### config.mk
export PLATFORM = sky130hd
export DESIGN_NAME = psr_unit
export DESIGN_NICKNAME = d
export VERILOG_FILES = /design/src/rtl/psr_pkg.sv /design/src/rtl/psr_rst_sync.sv /design/src/rtl/psr_flag_calc.sv /design/src/rtl/psr_flag_regs.sv /design/src/rtl/psr_push_fmt.sv /design/src/rtl/psr_unit.sv
export SDC_FILE = /design/constraint.sdc
export NUM_CORES = 1
export LEC_CHECK = 0
export BUFFER_PORTS_ARGS = -buffer_cell sky130_fd_sc_hd__buf_2
export CORE_AREA = 2 2 50 52
export CTS_CLUSTER_DIAMETER = 200
export DETAILED_ROUTE_END_ITERATION = 6
export DIE_AREA = 0 0 52 54
export PLACE_DENSITY = 0.76
export SYNTH_ARGS = -nofsm -noshare
export SYNTH_HDL_FRONTEND = slang
export SYNTH_SLANG_ARGS = --single-unit
export TNS_END_PERCENT = 5
### constraint.sdc
create_clock -name clk -period 0.99 [get_ports clk]
set_input_delay 0.099 -clock clk [delete_from_list [all_inputs] [get_ports clk]]
set_output_delay 0.099 -clock clk [all_outputs]
set_load 0.05 [all_outputs]
### src/rtl/psr_pkg.sv
package psr_pkg;

  localparam int STAT_W = 8;

  // bit positions inside the status byte; stack images depend on them
  localparam int BIT_N  = 7;
  localparam int BIT_V  = 6;
  localparam int BIT_ONE = 5;
  localparam int BIT_SRC = 4;
  localparam int BIT_D  = 3;
  localparam int BIT_I  = 2;
  localparam int BIT_Z  = 1;
  localparam int BIT_C  = 0;

  typedef enum logic [2:0] {
    OPC_NONE  = 3'd0,
    OPC_ADD   = 3'd1,
    OPC_SUB   = 3'd2,
    OPC_CMP   = 3'd3,
    OPC_SHIFT = 3'd4,
    OPC_LOGIC = 3'd5,
    OPC_LOAD  = 3'd6
  } op_class_e;

  typedef struct packed {
    logic n;
    logic v;
    logic d;
    logic i;
    logic z;
    logic c;
  } flags_t;

  localparam flags_t FLAGS_RESET = '{n: 1'b0, v: 1'b0, d: 1'b0, i: 1'b1, z: 1'b0, c: 1'b0};

endpackage

### src/rtl/psr_rst_sync.sv
module psr_rst_sync #(
  parameter int STAGES = 2
) (
  input  logic clk,
  input  logic rst_n,
  output logic rst_n_sync
);

  logic [STAGES-1:0] chain_q;
  logic [STAGES-1:0] chain_d;

  always_comb begin
    chain_d = {chain_q[STAGES-2:0], 1'b1};
  end

  always_ff @(posedge clk or negedge rst_n) begin
    if (!rst_n) begin
      chain_q <= '0;
    end else begin
      chain_q <= chain_d;
    end
  end

  assign rst_n_sync = chain_q[STAGES-1];

endmodule

### src/rtl/psr_flag_calc.sv
module psr_flag_calc
  import psr_pkg::*;
#(
  parameter int DW = 8
) (
  input  logic          op_valid,
  input  logic [2:0]    op_class,
  input  logic [DW-1:0] opa,
  input  logic [DW-1:0] opb,
  input  logic [DW-1:0] res,
  input  logic          carry_out,
  input  logic          shift_out,
  output logic          upd_nz,
  output logic          upd_c,
  output logic          upd_v,
  output logic          n_new,
  output logic          z_new,
  output logic          c_new,
  output logic          v_new
);

  localparam int MSB = DW - 1;

  op_class_e cls;
  logic      sa, sb, sr;
  logic      ovf_add, ovf_sub;
  logic      no_borrow_cmp;

  always_comb begin
    cls           = op_class_e'(op_class);
    sa            = opa[MSB];
    sb            = opb[MSB];
    sr            = res[MSB];
    ovf_add       = (sa == sb) && (sr != sa);
    ovf_sub       = (sa != sb) && (sr != sa);
    no_borrow_cmp = (opa >= opb);
  end

  always_comb begin
    upd_nz = 1'b0;
    upd_c  = 1'b0;
    upd_v  = 1'b0;
    c_new  = 1'b0;
    v_new  = 1'b0;
    n_new  = sr;
    z_new  = (res == '0);
    if (op_valid) begin
      unique case (cls)
        OPC_ADD: begin
          upd_nz = 1'b1;
          upd_c  = 1'b1;
          upd_v  = 1'b1;
          c_new  = carry_out;
          v_new  = ovf_add;
        end
        OPC_SUB: begin
          upd_nz = 1'b1;
          upd_c  = 1'b1;
          upd_v  = 1'b1;
          c_new  = carry_out;
          v_new  = ovf_sub;
        end
        OPC_CMP: begin
          upd_nz = 1'b1;
          upd_c  = 1'b1;
          c_new  = no_borrow_cmp;
        end
        OPC_SHIFT: begin
          upd_nz = 1'b1;
          upd_c  = 1'b1;
          c_new  = shift_out;
        end
        OPC_LOGIC, OPC_LOAD: begin
          upd_nz = 1'b1;
        end
        default: begin
          upd_nz = 1'b0;
        end
      endcase
    end
  end

endmodule

### src/rtl/psr_flag_regs.sv
module psr_flag_regs
  import psr_pkg::*;
(
  input  logic               clk,
  input  logic               rst_n,
  input  logic               upd_nz,
  input  logic               upd_c,
  input  logic               upd_v,
  input  logic               n_new,
  input  logic               z_new,
  input  logic               c_new,
  input  logic               v_new,
  input  logic               set_c,
  input  logic               clr_c,
  input  logic               set_d,
  input  logic               clr_d,
  input  logic               set_i,
  input  logic               clr_i,
  input  logic               clr_v,
  input  logic               irq_entry,
  input  logic               pull_en,
  input  logic [STAT_W-1:0]  pull_data,
  output flags_t             flags_q
);

  flags_t flags_d;
  logic   flags_en;

  always_comb begin
    flags_en = pull_en | upd_nz | upd_c | upd_v |
               set_c | clr_c | set_d | clr_d |
               set_i | clr_i | clr_v | irq_entry;
  end

  always_comb begin
    flags_d = flags_q;
    if (pull_en) begin
      flags_d.n = pull_data[BIT_N];
      flags_d.v = pull_data[BIT_V];
      flags_d.d = pull_data[BIT_D];
      flags_d.i = pull_data[BIT_I];
      flags_d.z = pull_data[BIT_Z];
      flags_d.c = pull_data[BIT_C];
    end else begin
      if (upd_nz) begin
        flags_d.n = n_new;
        flags_d.z = z_new;
      end
      if (upd_c) begin
        flags_d.c = c_new;
      end
      if (upd_v) begin
        flags_d.v = v_new;
      end
      if (clr_c) flags_d.c = 1'b0;
      if (set_c) flags_d.c = 1'b1;
      if (clr_v) flags_d.v = 1'b0;
      if (clr_d) flags_d.d = 1'b0;
      if (set_d) flags_d.d = 1'b1;
      if (clr_i) flags_d.i = 1'b0;
      if (set_i || irq_entry) flags_d.i = 1'b1;
    end
  end

  always_ff @(posedge clk or negedge rst_n) begin
    if (!rst_n) begin
      flags_q <= FLAGS_RESET;
    end else if (flags_en) begin
      flags_q <= flags_d;
    end
  end

  // an overflow clear is honoured in the following cycle
  a_r3_clr_v_wins: assert property (@(posedge clk) disable iff (!rst_n)
    (clr_v && !pull_en) |=> !flags_q.v);

  // interrupt entry leaves the mask set
  a_r12_entry_sets_mask: assert property (@(posedge clk) disable iff (!rst_n)
    (irq_entry && !pull_en) |=> flags_q.i);

  // logical and load results never move carry or overflow
  a_r6_keep_cv: assert property (@(posedge clk) disable iff (!rst_n)
    (!upd_c && !upd_v && !pull_en && !set_c && !clr_c && !clr_v)
      |=> ($stable(flags_q.c) && $stable(flags_q.v)));

  // a pull restores the six stored flags from the pulled byte
  a_r11_pull_restores: assert property (@(posedge clk) disable iff (!rst_n)
    pull_en |=> (flags_q.n == $past(pull_data[BIT_N]) &&
                 flags_q.v == $past(pull_data[BIT_V]) &&
                 flags_q.d == $past(pull_data[BIT_D]) &&
                 flags_q.i == $past(pull_data[BIT_I]) &&
                 flags_q.z == $past(pull_data[BIT_Z]) &&
                 flags_q.c == $past(pull_data[BIT_C])));

  // a carry set strobe wins over clear strobe and operation
  a_r7_set_c_wins: assert property (@(posedge clk) disable iff (!rst_n)
    (set_c && !pull_en) |=> flags_q.c);

endmodule

### src/rtl/psr_push_fmt.sv
module psr_push_fmt
  import psr_pkg::*;
(
  input  flags_t              flags,
  input  logic                push_src,
  output logic [STAT_W-1:0]   status,
  output logic [STAT_W-1:0]   push_image
);

  logic [STAT_W-1:0] base;

  always_comb begin
    base          = '0;
    base[BIT_N]   = flags.n;
    base[BIT_V]   = flags.v;
    base[BIT_ONE] = 1'b1;
    base[BIT_SRC] = 1'b0;
    base[BIT_D]   = flags.d;
    base[BIT_I]   = flags.i;
    base[BIT_Z]   = flags.z;
    base[BIT_C]   = flags.c;
  end

  always_comb begin
    status             = base;
    push_image         = base;
    push_image[BIT_SRC] = push_src;
  end

endmodule

### src/rtl/psr_unit.sv
module psr_unit
  import psr_pkg::*;
#(
  parameter int DW = 8
) (
  input  logic          clk,
  input  logic          rst_n,
  input  logic          op_valid,
  input  logic [2:0]    op_class,
  input  logic [DW-1:0] opa,
  input  logic [DW-1:0] opb,
  input  logic [DW-1:0] res,
  input  logic          carry_out,
  input  logic          shift_out,
  input  logic          set_c,
  input  logic          clr_c,
  input  logic          set_d,
  input  logic          clr_d,
  input  logic          set_i,
  input  logic          clr_i,
  input  logic          clr_v,
  input  logic          irq_entry,
  input  logic          pull_en,
  input  logic [7:0]    pull_data,
  input  logic          push_src,
  input  logic          irq_req,
  input  logic          nmi_req,
  output logic [7:0]    status,
  output logic [7:0]    push_image,
  output logic          int_take
);

  logic   rst_n_sync;
  logic   upd_nz, upd_c, upd_v;
  logic   n_new, z_new, c_new, v_new;
  flags_t flags_q;

  psr_rst_sync #(.STAGES(2)) u_rst (
    .clk        (clk),
    .rst_n      (rst_n),
    .rst_n_sync (rst_n_sync)
  );

  psr_flag_calc #(.DW(DW)) u_calc (
    .op_valid  (op_valid),
    .op_class  (op_class),
    .opa       (opa),
    .opb       (opb),
    .res       (res),
    .carry_out (carry_out),
    .shift_out (shift_out),
    .upd_nz    (upd_nz),
    .upd_c     (upd_c),
    .upd_v     (upd_v),
    .n_new     (n_new),
    .z_new     (z_new),
    .c_new     (c_new),
    .v_new     (v_new)
  );

  psr_flag_regs u_regs (
    .clk       (clk),
    .rst_n     (rst_n_sync),
    .upd_nz    (upd_nz),
    .upd_c     (upd_c),
    .upd_v     (upd_v),
    .n_new     (n_new),
    .z_new     (z_new),
    .c_new     (c_new),
    .v_new     (v_new),
    .set_c     (set_c),
    .clr_c     (clr_c),
    .set_d     (set_d),
    .clr_d     (clr_d),
    .set_i     (set_i),
    .clr_i     (clr_i),
    .clr_v     (clr_v),
    .irq_entry (irq_entry),
    .pull_en   (pull_en),
    .pull_data (pull_data),
    .flags_q   (flags_q)
  );

  psr_push_fmt u_fmt (
    .flags      (flags_q),
    .push_src   (push_src),
    .status     (status),
    .push_image (push_image)
  );

  always_comb begin
    int_take = nmi_req | (irq_req & ~status[BIT_I]);
  end

  // a masked maskable request alone is never accepted
  a_r12_mask_blocks: assert property (@(posedge clk) disable iff (!rst_n_sync)
    (irq_req && !nmi_req && status[BIT_I]) |-> !int_take);

  // a non-maskable request is always accepted
  a_r12_nmi_passes: assert property (@(posedge clk) disable iff (!rst_n_sync)
    nmi_req |-> int_take);

  // push image differs from live status only in bit 4
  a_r10_push_image: assert property (@(posedge clk) disable iff (!rst_n_sync)
    (push_image[BIT_SRC] == push_src) &&
    ({push_image[7:5], push_image[3:0]} == {status[7:5], status[3:0]}));

  // live status keeps bit 5 high and bit 4 low
  a_r9_fixed_bits: assert property (@(posedge clk) disable iff (!rst_n_sync)
    status[BIT_ONE] && !status[BIT_SRC]);

endmodule

# Word-level counts from Yosys, hierarchy flattened
# Index checks and enable logic that the tools add are counted.
[totals]
reg_bits = 8
inputBits = 52
output_inout_bits = 17
elab_cells = 70
[op_classes]
order_cmp = 1
n_eq_ne = 9
mux = 22
n_bitwise = 14
reduce_logical = 17
[op_table]
columns = ["cell", "count"]
rows = [
  ["2-to-1 mux 1 bit", 19],
  ["OR 1 bit", 12],
  ["AND reduction 2 bit", 5],
  ["equality test 3 bit, second input constant", 3],
  ["nonzero test 3 bit", 3],
  [">= comparator 8 bit", 1],
  ["logical NOT 8 bit", 1],
  ["equality test 3 x 2 -> 1 bit, second input constant", 2],
  ["2-to-1 mux 6 bit", 1],
  ["OR reduction 6 bit", 1],
  ["nonzero test 4 bit", 1],
  ["OR reduction 4 bit", 1],
  ["equality test 3 x 1 -> 1 bit, second input constant", 1],
  ["case mux 1 bit (3 select lines)", 1],
  ["logical AND 1 bit", 2],
  ["!= test 1 bit", 2],
  ["case mux 1 bit (2 select lines)", 1],
  ["nonzero test 2 bit", 1],
  ["OR reduction 2 bit", 1],
  ["AND 1 bit", 1],
  ["equality test 1 bit", 1],
  ["logical OR 1 bit", 1],
  ["NOT 1 bit", 1],
]

# Logic depth before layout (Yosys ltp)
[logic_depth]
depth_word = 16
depth_mapped = 6
ltp_nobuf = 6

# Hierarchy
# Synthesis repeated with hierarchy kept, for this count alone.
[hier_totals]
hier_cells = 99
area_unflattened_um2 = 863.3
[modules_own_cells]
columns = ["module", "n_inst", "cells_per_inst", "area_each_um2", "seq_area_each_um2"]
rows = [
  ["psr_flag_calc", 1, 51, 374.1, 0.0],
  ["psr_flag_regs", 1, 25, 296.5, 151.4],
  ["psr_push_fmt", 1, 18, 127.6, 0.0],
  ["psr_rst_sync", 1, 3, 53.8, 50.0],
  ["psr_unit", 1, 2, 11.3, 0.0],
]

# Worst setup path before layout
# Ideal clock, no wire load.
[synth_path]
path_kind = "flip-flop to flip-flop"
start = "register, netlist name u_regs.flags_q[0]"
end = "register, netlist name u_regs.flags_q[0]"
setup_ns = 0.120
t_arrival_ns = 1.274
t_required_ns = 0.870
setup_slack_ns = -0.404
stages_incl_launch_ff = 5
path_buffers = 0
synth_period_minus_slack_ns = 1.394
path_cell_list = "dfrtp_1 -> inv_1 -> a311oi_1 -> a2111o_1 -> o211a_1"

# Worst setup path in the final report
[layout_path]
start = "register, netlist name u_regs.flags_q[2]"
end = "output int_take"
[layout_via]
elab_chain_len = 3
[layout_rtl]
columns = ["item", "line", "text"]
rows = [
  ["NOT 1 bit", "psr_unit.sv:92", "int_take = nmi_req | (irq_req & ~status[BIT_I]);"],
  ["AND 1 bit", "psr_unit.sv:92", ""],
  ["OR 1 bit", "psr_unit.sv:92", ""],
  ["end: declaration", "psr_unit.sv:30", "output logic int_take"],
]
# Every way passes these cells.

==> results.cfg <==
[power]
power_density_mw_per_mm2 = 1000
clkPwrFrac_pct = 20.2
ir_drop_uv = 521
p_sw_uw = 525
seq_power_share_pct = 28.4
p_int_uw = 810
leakage_nw = 0.686
p_comb_share_pct = 51.3
p_sw_share_pct = 39.3

[synth]
ys_types = 36
yosys_register_bits = 8
yosys_warnings = 0
ys_seq_area_share_pct = 24.8
syn_area_um2 = 812
synth_edf_count = 0
synthArstFlopShare_pct = 100
synthFlopType = dfrtp_1
syn_area_per_cell_um2 = 8.64
syn_inst = 94

[global_routing]
grt_max_degree = 13
grtUsageTotal_pct = 16.2
antenna_found_initial = 0
grt_pass1_vias = 859
grt-ovfl-total = 0
grt_pass1_wl_um = 3360

[floorplanning]
die_h_um = 54
start_util_pct = 35.0
die-area_mm2 = 0.00281
io_pins = 69
die_x_um = 52
num_rows = 18
core_area_mm2 = 0.00232

[sta]
tns_ns = -0.847
fin_ws_ns = -0.238
finalSetupViolations = 7
min_period_over_period_pct = 124
clock-skew-final_ns = 0.0116
holdWs_ns = 0.0519
clock.fmax_mhz = 815
hold_viol_final = 0
fin_crit_ns = 1.23
rsz0062_at_grt = yes
maxSlewViolCount = 0

[critical_path]
critPathBufInv = 2
path_depth = 3
start_kind = register
cp.arrival_ns = 1.13
r2r-end = u_regs.flags_q[0]
worst_setup_path_end_kind = primary output
worst-setup-path-type = reg -> out
cp_slowest_cell = dfstp_2
critPathTopFamily = flip-flops
rr_startpoint = u_regs.flags_q[0]
rrSetupSlack_ns = -0.14
cp_max_fo = 2
crit_start = u_regs.flags_q[2]
required_ns = 0.89
cp_slowest_stage_delay_ns = 0.54
r2r_cells = 4
crit_chain = inv_2 > a21o_1 > buf_6

[status]
violations = negative setup slack
outcome = finished, violations left

[detailed_routing]
routed_wl_um = 2110
routedWlPerCell_um = 11.0
drt_pass1_iterations = 4
drtAntennaViolNets = 0
vias = 913
drtIter0Drc = 4
routed_via_density = 4.78
post-route-drc-count = 0

[place]
routabilityCongestion = 0.682
dp_hpwl_um = 1800
port_buffers = 61

[cts]
cts.sinks = 8
cts_tree = built
cts-root-buf = clkbuf_4
cts-buffers-inserted = 3
cts.reportedPaths.clkPinSlew_ns = 0.05
cts_buffer_depth = 2
cts-htree-levels = 1
clk_latency_ns = 0.26

[cells_and_area]
final_nets = 222
syn2layout_area_growth_pct = 64.1
multi_input_area_um2 = 539
antenna_cells = 0
register_area_um2 = 203
drive_gt1_share_pct = 58.4
fillCellCount = 198

[hold_path]
hold_depth = 3
hold_end = u_regs.flags_q[2]
holdCritStartpoint = pull_data[2]
hold_class = in -> reg

[job]
maxCapViolCount = 0
power groups by stage:
stage / Clock (mW) / Combinational, mW / Sequential, mW
global placement: 0 / 0.601 / 0.381
global route: 0.309 / 0.737 / 0.384
detailed placement: 0 / 0.616 / 0.384
CTS: 0.281 / 0.669 / 0.379
floorplan: 0 / 0.361 / 0.467
finish: 0.270 / 0.686 / 0.380
stage by stage:
| step | power (mW) | utilization (%) | instances | cell area (um2) | setup slack (ns) |
|---|---|---|---|---|---|
| 2_1_floorplan | 0.828 | - | 96 | 888 | -0.242 |
| 3_3_place_gp | 0.982 | 51.9 | 185 | 1200 | -0.461 |
| 3_5_place_dp | 1.00 | 51.9 | 185 | 1200 | -0.473 |
| 4_1_cts | 1.33 | 56.3 | 191 | 1310 | -0.251 |
| 5_1_grt | 1.43 | 57.4 | 191 | 1330 | -0.289 |
| 6_report | 1.34 | 57.4 | 191 | 1330 | -0.238 |
sequential cells by signal (all words and copies together), names as in the netlist:
| register | count |
|---|---|
| u_regs.flags_q | 6 |
| u_rst.chain_q | 2 |
per-layer routing:
metal  GRT usage [%]  share of wire (%)  vias to the layer above
met2            32.3                 50                       55
met4            7.89                1.5                        0
li1                -                  -                      450
met5               0                  0                        -
met1            15.3                 37                      404
met3            4.17                 12                        4
cells by family (layout without fill, tap and decap cells):
group	Yosys count	count (layout)	synth area share, %
simple gates	27	27	20.6
buf+inv	24	89	18.5
compound gates	20	20	17.0
fa+ha+maj	8	8	12.3
flops	8	8	24.8
xor+xnor	3	3	3.24
other cells	2	4	0.925
mux	2	2	2.62
placed cells by master (no fill, tap or decap), types with 3 or more instances in the layout:
cell type  count
buf_6          6
conb_1         4
clkbuf_4       5
nor2_1         3
inv_1          8
dfrtp_1        6
buf_4         19
o21ai_0        3
o21ai_1        4
ha_1           6
buf_2         46
nand2_1        7
how the worst max path moves through the flow:
stage / to
finish: int_take
global route: int_take
CTS: int_take
detailed placement: u_regs.flags_q[0]
global placement: u_regs.flags_q[0]
floorplan: u_regs.flags_q[0]
cell type report:
| type | instances | area share, % |
|---|---|---|
| clock buffers | 4 | 1.97 |
| repair buffers | 74 | 34.9 |
| inverters | 11 | 4.60 |
| well taps | 30 | 2.82 |
| flip-flops and latches | 8 | 15.2 |
| multi-input cells | 64 | 40.5 |
synthesized netlist by cell type, types with 2 or more instances:
cell type | number | area [um2]
a21oi_1 | 4 | 20.0
buf_4 | 10 | 75.1
buf_6 | 3 | 33.8
conb_1 | 2 | 7.51
dfrtp_1 | 7 | 175
ha_1 | 8 | 100
inv_1 | 11 | 41.3
nand2_1 | 7 | 26.3
nand3b_1 | 2 | 15.0
nor2_1 | 3 | 11.3
nor3b_1 | 2 | 15.0
nor4_1 | 3 | 18.8
nor4b_1 | 2 | 17.5
o21ai_0 | 5 | 25.0
o21ai_1 | 2 | 10.0
xnor2_1 | 3 | 26.3
worst min-delay path, delay by kind of cell:
| family | cells | cell delay [ns] |
|---|---|---|
| AO/OA/AOI/OAI | 1 | 0.05 |
| AND/OR/NAND/NOR | 1 | 0.05 |
| buffers and inverters | 1 | 0.10 |
timing repair:
item / CTS / global route
pin swaps: 1 / 2
setup buffers: 1 / 0
hold buffers: 1 / 0
hold endpoints to repair: 2 / 0
gates resized for setup: 19 / 12
endpoints found under the setup margin: 13 / 17
No activity file was read; power rests on OpenSTA's default activity.
